===== src/rtl/lnc_pkg.sv =====
package lnc_pkg;

   typedef enum logic [1:0] {
      CLS_NOISY = 2'd0,
      CLS_MID   = 2'd1,
      CLS_CLEAN = 2'd2
   } lnc_class_e;

endpackage


===== src/rtl/lnc_line_track.sv =====
module lnc_line_track #(
   parameter int LINE_W    = 10,
   parameter int MEAS_LINE = 6
) (
   input  logic clk,
   input  logic rst_n,
   input  logic line_start,
   input  logic field_start,
   output logic in_meas,
   output logic meas_close
);

   localparam logic [LINE_W-1:0] MEAS_C = LINE_W'(MEAS_LINE);
   localparam logic [LINE_W-1:0] LINE_MAX = '1;
   localparam logic [LINE_W-1:0] LINE_ONE = LINE_W'(1);

   logic [LINE_W-1:0] line_q;
   logic [LINE_W-1:0] line_d;

   always_comb begin
      line_d = line_q;
      if (field_start) begin
         line_d = LINE_ONE;
      end else if (line_start && (line_q != '0) && (line_q != LINE_MAX)) begin
         line_d = line_q + LINE_ONE;
      end
   end

   always_ff @(posedge clk or negedge rst_n) begin
      if (!rst_n) begin
         line_q <= '0;
      end else begin
         line_q <= line_d;
      end
   end

   // The sample in this cycle belongs to the line that begins now.
   assign in_meas    = (line_d == MEAS_C);
   assign meas_close = (line_start || field_start) && (line_q == MEAS_C);

endmodule


===== src/rtl/lnc_sad_accum.sv =====
module lnc_sad_accum #(
   parameter int PIX_W  = 8,
   parameter int WINDOW = 256,
   parameter int ACC_W  = 16
) (
   input  logic             clk,
   input  logic             rst_n,
   input  logic             clear,
   input  logic             sample_en,
   input  logic [PIX_W-1:0] luma,
   output logic [ACC_W-1:0] acc,
   output logic             win_full
);

   localparam int CNT_W = $clog2(WINDOW + 1);
   localparam logic [CNT_W-1:0] WIN_C = CNT_W'(WINDOW);
   localparam longint MAX_SUM = longint'(WINDOW - 1) * ((longint'(1) << PIX_W) - 1);
   localparam int SUM_W = $clog2(MAX_SUM + 1);

   logic [CNT_W-1:0] cnt_q;
   logic [PIX_W-1:0] prev_q;
   logic [ACC_W-1:0] acc_q;
   logic [ACC_W-1:0] acc_add;
   logic [PIX_W-1:0] step;
   logic             take;

   assign take = sample_en && (cnt_q < WIN_C);
   assign step = (luma > prev_q) ? (luma - prev_q) : (prev_q - luma);

   generate
      if (ACC_W >= SUM_W) begin : g_plain
         // The largest possible sum fits, so no saturation logic is needed.
         assign acc_add = acc_q + ACC_W'(step);
      end else begin : g_sat
         logic [ACC_W:0] wide;
         assign wide    = {1'b0, acc_q} + (ACC_W + 1)'(step);
         assign acc_add = wide[ACC_W] ? '1 : wide[ACC_W-1:0];
      end
   endgenerate

   always_ff @(posedge clk or negedge rst_n) begin
      if (!rst_n) begin
         cnt_q  <= '0;
         prev_q <= '0;
         acc_q  <= '0;
      end else if (clear) begin
         cnt_q  <= '0;
         acc_q  <= '0;
      end else if (take) begin
         cnt_q  <= cnt_q + CNT_W'(1);
         prev_q <= luma;
         if (cnt_q != '0) begin
            acc_q <= acc_add;
         end
      end
   end

   assign acc      = acc_q;
   assign win_full = (cnt_q == WIN_C);

endmodule


===== src/rtl/lnc_class_decide.sv =====
module lnc_class_decide #(
   parameter int ACC_W = 16
) (
   input  logic             clk,
   input  logic             rst_n,
   input  logic             commit,
   input  logic [ACC_W-1:0] acc,
   input  logic [ACC_W-1:0] thr_low,
   input  logic [ACC_W-1:0] thr_high,
   input  logic             vcr_mode,
   output logic [1:0]       class_out
);
   import lnc_pkg::*;

   lnc_class_e cls_q;
   lnc_class_e cls_d;

   always_comb begin
      if (acc > thr_high) begin
         cls_d = CLS_NOISY;
      end else if (acc < thr_low) begin
         cls_d = CLS_CLEAN;
      end else begin
         cls_d = CLS_MID;
      end
   end

   always_ff @(posedge clk or negedge rst_n) begin
      if (!rst_n) begin
         cls_q <= CLS_MID;
      end else if (commit) begin
         cls_q <= cls_d;
      end
   end

   assign class_out = vcr_mode ? CLS_MID : cls_q;

endmodule


===== src/rtl/luma_noise_classifier.sv =====
module luma_noise_classifier #(
   parameter int PIX_W     = 8,
   parameter int WINDOW    = 256,
   parameter int ACC_W     = 16,
   parameter int LINE_W    = 10,
   parameter int MEAS_LINE = 6
) (
   input  logic             clk,
   input  logic             rst_n,
   input  logic             pix_valid,
   input  logic [PIX_W-1:0] luma,
   input  logic             line_start,
   input  logic             field_start,
   input  logic [ACC_W-1:0] thr_low,
   input  logic [ACC_W-1:0] thr_high,
   input  logic             vcr_mode,
   output logic [1:0]       quality_class
);

   generate
      if (WINDOW < 2) begin : g_err_window
         $error("WINDOW must be at least 2");
      end
      if (ACC_W < PIX_W) begin : g_err_acc
         $error("ACC_W must not be narrower than PIX_W");
      end
      if (MEAS_LINE < 2 || MEAS_LINE >= (1 << LINE_W) - 1) begin : g_err_line
         $error("MEAS_LINE must lie in 2 .. 2**LINE_W-2");
      end
   endgenerate

   logic             in_meas;
   logic             meas_close;
   logic [ACC_W-1:0] acc;
   logic             win_full;

   lnc_line_track #(
      .LINE_W    (LINE_W),
      .MEAS_LINE (MEAS_LINE)
   ) u_track (
      .clk         (clk),
      .rst_n       (rst_n),
      .line_start  (line_start),
      .field_start (field_start),
      .in_meas     (in_meas),
      .meas_close  (meas_close)
   );

   lnc_sad_accum #(
      .PIX_W  (PIX_W),
      .WINDOW (WINDOW),
      .ACC_W  (ACC_W)
   ) u_accum (
      .clk       (clk),
      .rst_n     (rst_n),
      .clear     (field_start),
      .sample_en (pix_valid && in_meas),
      .luma      (luma),
      .acc       (acc),
      .win_full  (win_full)
   );

   lnc_class_decide #(
      .ACC_W (ACC_W)
   ) u_decide (
      .clk       (clk),
      .rst_n     (rst_n),
      .commit    (meas_close && win_full),
      .acc       (acc),
      .thr_low   (thr_low),
      .thr_high  (thr_high),
      .vcr_mode  (vcr_mode),
      .class_out (quality_class)
   );

endmodule


===== config.mk =====
export PLATFORM = sky130hd
export DESIGN_NAME = luma_noise_classifier
export DESIGN_NICKNAME = d
export VERILOG_FILES = /design/src/rtl/lnc_pkg.sv /design/src/rtl/lnc_line_track.sv /design/src/rtl/lnc_sad_accum.sv /design/src/rtl/lnc_class_decide.sv /design/src/rtl/luma_noise_classifier.sv
export SDC_FILE = /design/constraint.sdc
export NUM_CORES = 1
export LEC_CHECK = 0
export ABC_AREA = 1
export BUFFER_PORTS_ARGS = -buffer_cell sky130_fd_sc_hd__buf_4
export CAP_MARGIN = 20
export CORE_ASPECT_RATIO = 0.7
export CORE_UTILIZATION = 30
export CTS_CLUSTER_DIAMETER = 120
export DETAILED_ROUTE_END_ITERATION = 12
export GPL_ROUTABILITY_DRIVEN = 0
export MAX_ROUTING_LAYER = met4
export PLACE_DENSITY = 0.6
export SLEW_MARGIN = 20
export SYNTH_ARGS = -nofsm -noshare
export SYNTH_HDL_FRONTEND = slang
export SYNTH_SLANG_ARGS = --single-unit

===== constraint.sdc =====
create_clock -name clk -period 3.1 [get_ports clk]
set_input_delay 0 -clock clk [delete_from_list [all_inputs] [get_ports clk]]
set_output_delay 0 -clock clk [all_outputs]
set_load 0.005 [all_outputs]

==> results of run 1 <==
## metal layers
layer | part of all wire [%] | track usage [%] | wire length (um)
met1 | 55 | 22.9 | 6150
met2 | 39 | 20.8 | 4360
met3 | 5.2 | 2.85 | 580
met4 | 0.67 | 2.36 | 75
met5 | 0 | - | 0
## repair_timing
item                                    in CTS  in global routing
endpoints found under the setup margin      13                 14
endpoints found under the hold margin       49                  0
resized for setup                           32                 31
buffers inserted                             3                  7
pin swaps                                   24                 19
hold buffers                                 6                  0
## final timing paths
| kind | end | slack (ns) | cells after the start |
|---|---|---|---|
| max | u_accum.acc[12] | -0.21 | 25 |
| min | u_accum.prev_q[5] | 0.005 | 3 |
| max reg2reg | u_accum.acc[12] | -0.21 | 25 |
| min reg2reg | u_decide.cls_q[0] | 0.49 | 2 |
| max in group asynchronous | u_track.line_q[0] | 2.38 | 2 |
| min in group asynchronous | u_accum.prev_q[2] | 0.26 | 2 |
## worst register-to-register path, delay by kind of cell (launching register included)
family	cells	cell delay (ns)
buffers and inverters	6	0.51
AOI/OAI and AO/OA	3	0.38
DFF	1	0.36
adders and majority gates	3	0.92
and+or+nand+nor	13	1.09
## cell usage after synthesis, drive strengths merged (2+ instances only)
| cell type | instances |
|---|---|
| buf | 9 |
| ha | 61 |
| o21bai | 3 |
| nand3b | 2 |
| dfrtp | 44 |
| or2 | 3 |
| inv | 112 |
| o211ai | 3 |
| a21oi | 40 |
| a21o | 2 |
| nor4 | 2 |
| xnor2 | 5 |
| fa | 3 |
| a21boi | 3 |
| nor3 | 10 |
| nand2 | 157 |
| o21a | 2 |
| nand4 | 12 |
| clkbuf | 4 |
| nand3 | 58 |
| xor2 | 13 |
| o21ai | 39 |
| nor2 | 47 |
## cells by family (layout without fill, tap and decap cells)
| kind of cell | after synthesis | after routing | share of synthesized area, % |
|---|---|---|---|
| compound gates | 94 | 94 | 11.6 |
| mux | 1 | 1 | 0.224 |
| buf+inv | 126 | 224 | 11.3 |
| fa+ha+maj | 64 | 64 | 18.4 |
| flops | 45 | 45 | 25.2 |
| simple gates | 291 | 291 | 29.7 |
| xor+xnor | 18 | 18 | 3.53 |
## layout by cell type (no fill, tap or decap), types with 3 or more instances in the layout
cell type,instances
nand2_1,143
inv_1,104
buf_4,94
nand3_1,52
ha_1,52
dfrtp_1,43
nor2_1,34
a21oi_1,32
o21ai_1,19
o21ai_0,16
xor2_1,13
nand2_2,11
nand4_1,11
inv_2,8
a21oi_2,8
nor3_1,8
ha_4,8
nor2_4,7
nor2_2,6
dlygate4sd3_1,6
xnor2_1,5
clkbuf_16,5
nand3_2,4
o21ai_2,4
nand2_4,3
o211ai_1,3
buf_6,3
## flip-flops by register name, indices dropped and copies added (netlist names)
signal	cells
u_accum.cnt_q	9
u_track.line_q	10
u_accum.acc	16
u_decide.cls_q	2
u_accum.prev_q	8
## power groups by stage
stage | combinational (W) | sequential (W) | clock (W)
floorplan | 0.000952 | 0.000698 | 0
global placement | 0.00150 | 0.000728 | 0
detailed placement | 0.00151 | 0.000730 | 0
CTS | 0.00172 | 0.000729 | 0.000647
global route | 0.00217 | 0.000742 | 0.000673
finish | 0.00195 | 0.000734 | 0.000629
## final cells by class
class                           count  area (um^2)
Clock inverter                      2         38.8
Timing Repair Buffer              103          800
Inverter                          113          424
Tap cell                          190          238
Fill cell                        1478         8380
Clock buffer                        6          129
Multi-Input combinational cell    468         3100
Sequential cell                    45         1130
## stage by stage
| stage | setup TNS, ns | hold WS, ns |
|---|---|---|
| 2_1_floorplan | -0.00321 | -0.296 |
| 3_3_place_gp | -1.69 | 0.0550 |
| 5_1_grt | -4.13 | 0.00902 |
| 3_5_place_dp | -2.19 | 0.0604 |
| 6_report | -0.997 | 0.00476 |
| 4_1_cts | -0.711 | 0.00679 |
==> metrics.csv, run 1 <==
stage,metric,value,unit
route,via count,4279,
critical_path,Worst EP required,3.33,ns
yosys,top-area cell type share of the netlist area,24.7,%
critical_path,WS Path Type,flip-flop to flip-flop,
global_route,largest net degree at the start of global routing,46,
pwr,Flop pwr share,22.1,%
critical_path,WP data arrival,3.54,ns
sta,clk_skew,0.00859,ns
clock_tree,clk slew on worst S/H paths,0.07,ns
yosys,Synth Register Bits,45,
critical_path,worst r2r src,u_accum.prev_q[0],
global_route,gr usage total,15.1,%
yosys,Synthesized Nets,749,
clock_tree,clock sink total,45,
pwr,VDD IR-drop max,0.366,mV
floorplanning,Row Count,36,
route,Initial DRT Pass Iterations,5,
pwr,PD cells,566,nW/um^2
floorplanning,die area,15400,um^2
sta,actual slew at the worst max-slew pin,0.659,ns
floorplanning,Die Wd,148,um
global_route,initial antenna violation count,0,
run_status,outcome,finished with violations,
sta,min Tclk post-route,3.31,ns
yosys,register area share after synthesis,25.2,%
clock_tree,CTS tree,built,
run_status,failing checks,setup timing,
route,DRT iter0 DRCs,191,
route,vias per std cell,4.62,
sta,max frequency,302,MHz
sta,Final setup violation count,10,
pwr,clock network fraction of design power,19.0,%
route,final WL,11.2,mm
place,dpl cell area,5320,um^2
yosys,synth top area cells,"dfrtp_1, ha_1, nand2_1",
critical_path,kind of cell adding the most delay to the critical path,simple AND/OR/NAND/NOR gates,
clock_tree,H-tree levels,2,
clock_tree,Root Driver,clkbuf_16,
floorplanning,area of the core,14200,um^2
yosys,Synth async-reset ratio,100,%
layout,Final #Nets,846,
critical_path,startpoint type of the worst setup path,flip-flop,
floorplanning,io pins,48,
sta,period utilisation layout,107,%
layout,Syn-to-layout area delta,31.1,%
yosys,Yosys warnings,0,
sta,Fin. Hold Viols,0,
route,DR DRC count,0,
sta,max-slew violation count,0,
sta,RSZ-0062 raised after global routing,true,
pwr,Gate power share,58.9,%
global_route,grt ovf,0,
place,pre-CTS setup slack,-0.325,ns
route,Antenna Violating Nets Remaining,0,
min_path,Hold WC Path Type,primary input to flip-flop,
place,hpwl dp,8.41,mm
place,dpl cells,904,
layout,# diodes,0,
sta,Slew HR,55.7,%
yosys,"EDFF count, synth",0,
yosys,count of cell types in the netlist,43,
pwr,Internal Power,0.00199,W
yosys,Syn Std Cell Area,4470,um^2
min_path,hold path start,luma[5],
critical_path,critical path endpoint category,flip-flop,
floorplanning,Starting Density,31.4,%
critical_path,crit-path max cell delay,0.39,ns
yosys,Post-Syn Area per Cell,6.99,um^2
clock_tree,clk_lat worst skew,0.29,ns
global_route,first-pass GRT wire length,18.5,mm
layout,end-of-flow core utilization,41.1,%
critical_path,CP startpoint,u_accum.prev_q[0],
layout,fin area,5850,um^2
floorplanning,Die Y-Extent,104,um
pwr,switching pwr,0.00133,W
place,Port Buffers,47,
sta,Final WS setup,-0.209,ns
run,max-cap viol count,0,
pwr,Net Sw Frac,40.0,%
critical_path,CP Buf/Inv Count,6,
yosys,Mapped Cells,639,
route,Avg WL per Cell,12.0,um
critical_path,worst-path fanout max,5,
layout,Non-Filler Instances,927,
global_route,vias in the first global route,3937,
pwr,leakage dissipation,3.13,nW
yosys,Synth area leader,dfrtp_1,
layout,layout cell share with drive strength beyond 1,24.2,%
yosys,most used flip-flop cell after synthesis,dfrtp_1,
pwr,Power Total,0.00332,W
clock_tree,CTS Buf Count,5,
clock_tree,clk buf depth,2,
critical_path,Crit-path slowest cell,fa_2,
(Power assumes the default switching activity.)
==> run 2: changes to the inputs <==
CORE_UTILIZATION = 45   (was 30)
PLACE_DENSITY = 0.66   (was 0.6)
REMOVE_ABC_BUFFERS = 1   (was not set)
==> run 2 against run 1 <==
Compared with the run above:
- the run still ends with setup timing left
- worst setup slack got worse by 0.022 ns
- first-iteration DRC count fell by 32%
- final cell count fell by 6.6%
==> metrics.csv, run 2 (synthesis gave the netlist of run 1 again) <==
stage,metric,value,unit,change
sta,Final setup violation count,10,,unchanged
floorplanning,io pins,48,,unchanged
clock_tree,clk buf depth,2,,unchanged
global_route,gr usage total,23.5,%,was 15.1%
place,dpl cell area,5170,um^2,was 5320 um^2
critical_path,startpoint type of the worst setup path,flip-flop,,unchanged
sta,max frequency,300,MHz,was 302 MHz
sta,Slew HR,60.3,%,was 55.7%
clock_tree,clock sink total,45,,unchanged
layout,"commonest cells after routing, fill and taps aside","nand2_1, inv_1, buf_4",,unchanged
pwr,leakage dissipation,3.15,nW,was 3.13 nW
floorplanning,Die Wd,121,um,was 148 um
clock_tree,H-tree levels,2,,unchanged
critical_path,critical path endpoint category,flip-flop,,unchanged
layout,max FFs per register,16,,unchanged
floorplanning,Starting Density,46.1,%,was 31.4%
sta,period utilisation layout,107,%,about the same
layout,# diodes,0,,unchanged
route,DR DRC count,0,,unchanged
critical_path,worst-path fanout max,8,,was 5
floorplanning,area of the core,9680,um^2,"was 14,200 um^2"
run_status,outcome,finished with violations,,unchanged
critical_path,WP data arrival,3.57,ns,was 3.54 ns
pwr,VDD IR-drop max,0.427,mV,was 0.366 mV
place,Port Buffers,47,,unchanged
sta,Worst Hold Slack,0.00225,ns,was 0.00476 ns
clock_tree,CTS Buf Count,5,,unchanged
sta,clk_skew,0.00741,ns,was 0.00859 ns
pwr,PD cells,575,nW/um^2,was 566 nW/um^2
sta,Final WS setup,-0.232,ns,was -0.209 ns
critical_path,crit-path max cell delay,0.35,ns,was 0.39 ns
sta,min Tclk post-route,3.33,ns,was 3.31 ns
place,hpwl dp,8.09,mm,was 8.41 mm
clock_tree,CTS tree,built,,unchanged
global_route,first-pass GRT wire length,18.9,mm,was 18.5 mm
critical_path,Worst EP required,3.34,ns,was 3.33 ns
route,Avg WL per Cell,12.9,um,was 12.0 um
sta,max-slew violation count,0,,unchanged
global_route,initial antenna violation count,0,,unchanged
route,Antenna Violating Nets Remaining,0,,unchanged
clock_tree,clk slew on worst S/H paths,0.07,ns,about the same
global_route,grt ovf,0,,unchanged
route,DRT iter0 DRCs,130,,was 191
route,final WL,11.2,mm,about the same
global_route,largest net degree at the start of global routing,46,,unchanged
global_route,vias in the first global route,4095,,"was 3,937"
critical_path,Crit-path slowest cell,dfrtp_1,,was fa_2
route,via count,4327,,"was 4,279"
clock_tree,clk_lat worst skew,0.30,ns,was 0.29 ns
min_path,Hold WC Path Type,primary input to flip-flop,,unchanged
route,Initial DRT Pass Iterations,5,,unchanged
run,max-cap viol count,0,,unchanged
layout,Final #Nets,847,,was 846
clock_tree,Root Driver,clkbuf_16,,unchanged
layout,"most common cell after layout, fill and taps aside",nand2_1,,unchanged
floorplanning,Die Y-Extent,85.3,um,was 104 um
sta,Fin. Hold Viols,0,,unchanged
layout,layout cell share with drive strength beyond 1,26.0,%,was 24.2%
route,vias per std cell,5.00,,was 4.62
critical_path,WS Path Type,flip-flop to flip-flop,,unchanged
floorplanning,die area,10300,um^2,"was 15,400 um^2"
floorplanning,Row Count,30,,was 36
sta,actual slew at the worst max-slew pin,0.590,ns,was 0.659 ns
sta,RSZ-0062 raised after global routing,true,,unchanged
layout,fin area,5830,um^2,was 5850 um^2
place,pre-CTS setup slack,-0.447,ns,was -0.325 ns
run_status,failing checks,setup timing,,unchanged
layout,Syn-to-layout area delta,30.5,%,was 31.1%
layout,end-of-flow core utilization,60.2,%,was 41.1%
## run 2: final timing paths
path	startpoint	endpoint	slack [ns]	cells past startpoint
hold reg to reg	u_decide.cls_q[0]	u_decide.cls_q[0]	0.49	2
hold / removal	field_start	u_track.line_q[9]	0.002	2
setup / recovery	u_accum.prev_q[0]	u_accum.acc[11]	-0.23	25
setup reg to reg	u_accum.prev_q[0]	u_accum.acc[11]	-0.23	25
min in group asynchronous	rst_n	u_decide.cls_q[1]	0.25	2
max in group asynchronous	rst_n	u_accum.cnt_q[2]	2.44	2
## run 2: worst max-delay path, delay by kind of cell (launching register included)
kind	cells	cell delay (ns)
and+or+nand+nor	9	0.82
adders and majority gates	3	0.80
buffers and inverters	7	0.64
AOI/OAI and AO/OA	5	0.53
DFF	1	0.35
xor gates and xnor gates	1	0.12
## run 2: layout make-up
type	count	area, um^2
Fill cell	883	3860
Multi-Input combinational cell	468	3150
Sequential cell	45	1130
Timing Repair Buffer	104	810
Inverter	113	424
Tap cell	128	160
Clock buffer	6	139
Clock inverter	2	13.8
## run 2: report_power, final
part | switching [W] | total (W) | internal [W]
clock network | 0.000248 | 0.000569 | 0.000321
registers | 0.0000828 | 0.000723 | 0.000641
logic | 0.00104 | 0.00206 | 0.00101
total | 0.00138 | 0.00335 | 0.00198
## run 2: through the flow
step                TNS [ns]  instances  power [W]
detailed placement     -4.00        837    0.00211
floorplan             -0.847        626    0.00158
finish                 -1.50        866    0.00335
CTS                   -0.631        857    0.00306
global route           -3.63        866    0.00359
global placement       -2.42        837    0.00206
## run 2: per-layer routing
layer / part of all wire [%] / vias to the layer above / global-route usage, %
met5: 0 / - / -
met4: 1.5 / 0 / 6.17
met3: 4.3 / 17 / 3.90
met2: 46 / 84 / 37.7
met1: 48 / 1975 / 30.9
li1: - / 2251 / -
## run 2: timing repair
| item | CTS | global route |
|---|---|---|
| endpoints found under the setup margin | 13 | 13 |
| buffers inserted | 5 | 9 |
| hold buffers | 7 | 0 |
| endpoints found under the hold margin | 50 | 0 |
| pin swaps | 20 | 33 |
| resized for setup | 59 | 33 |
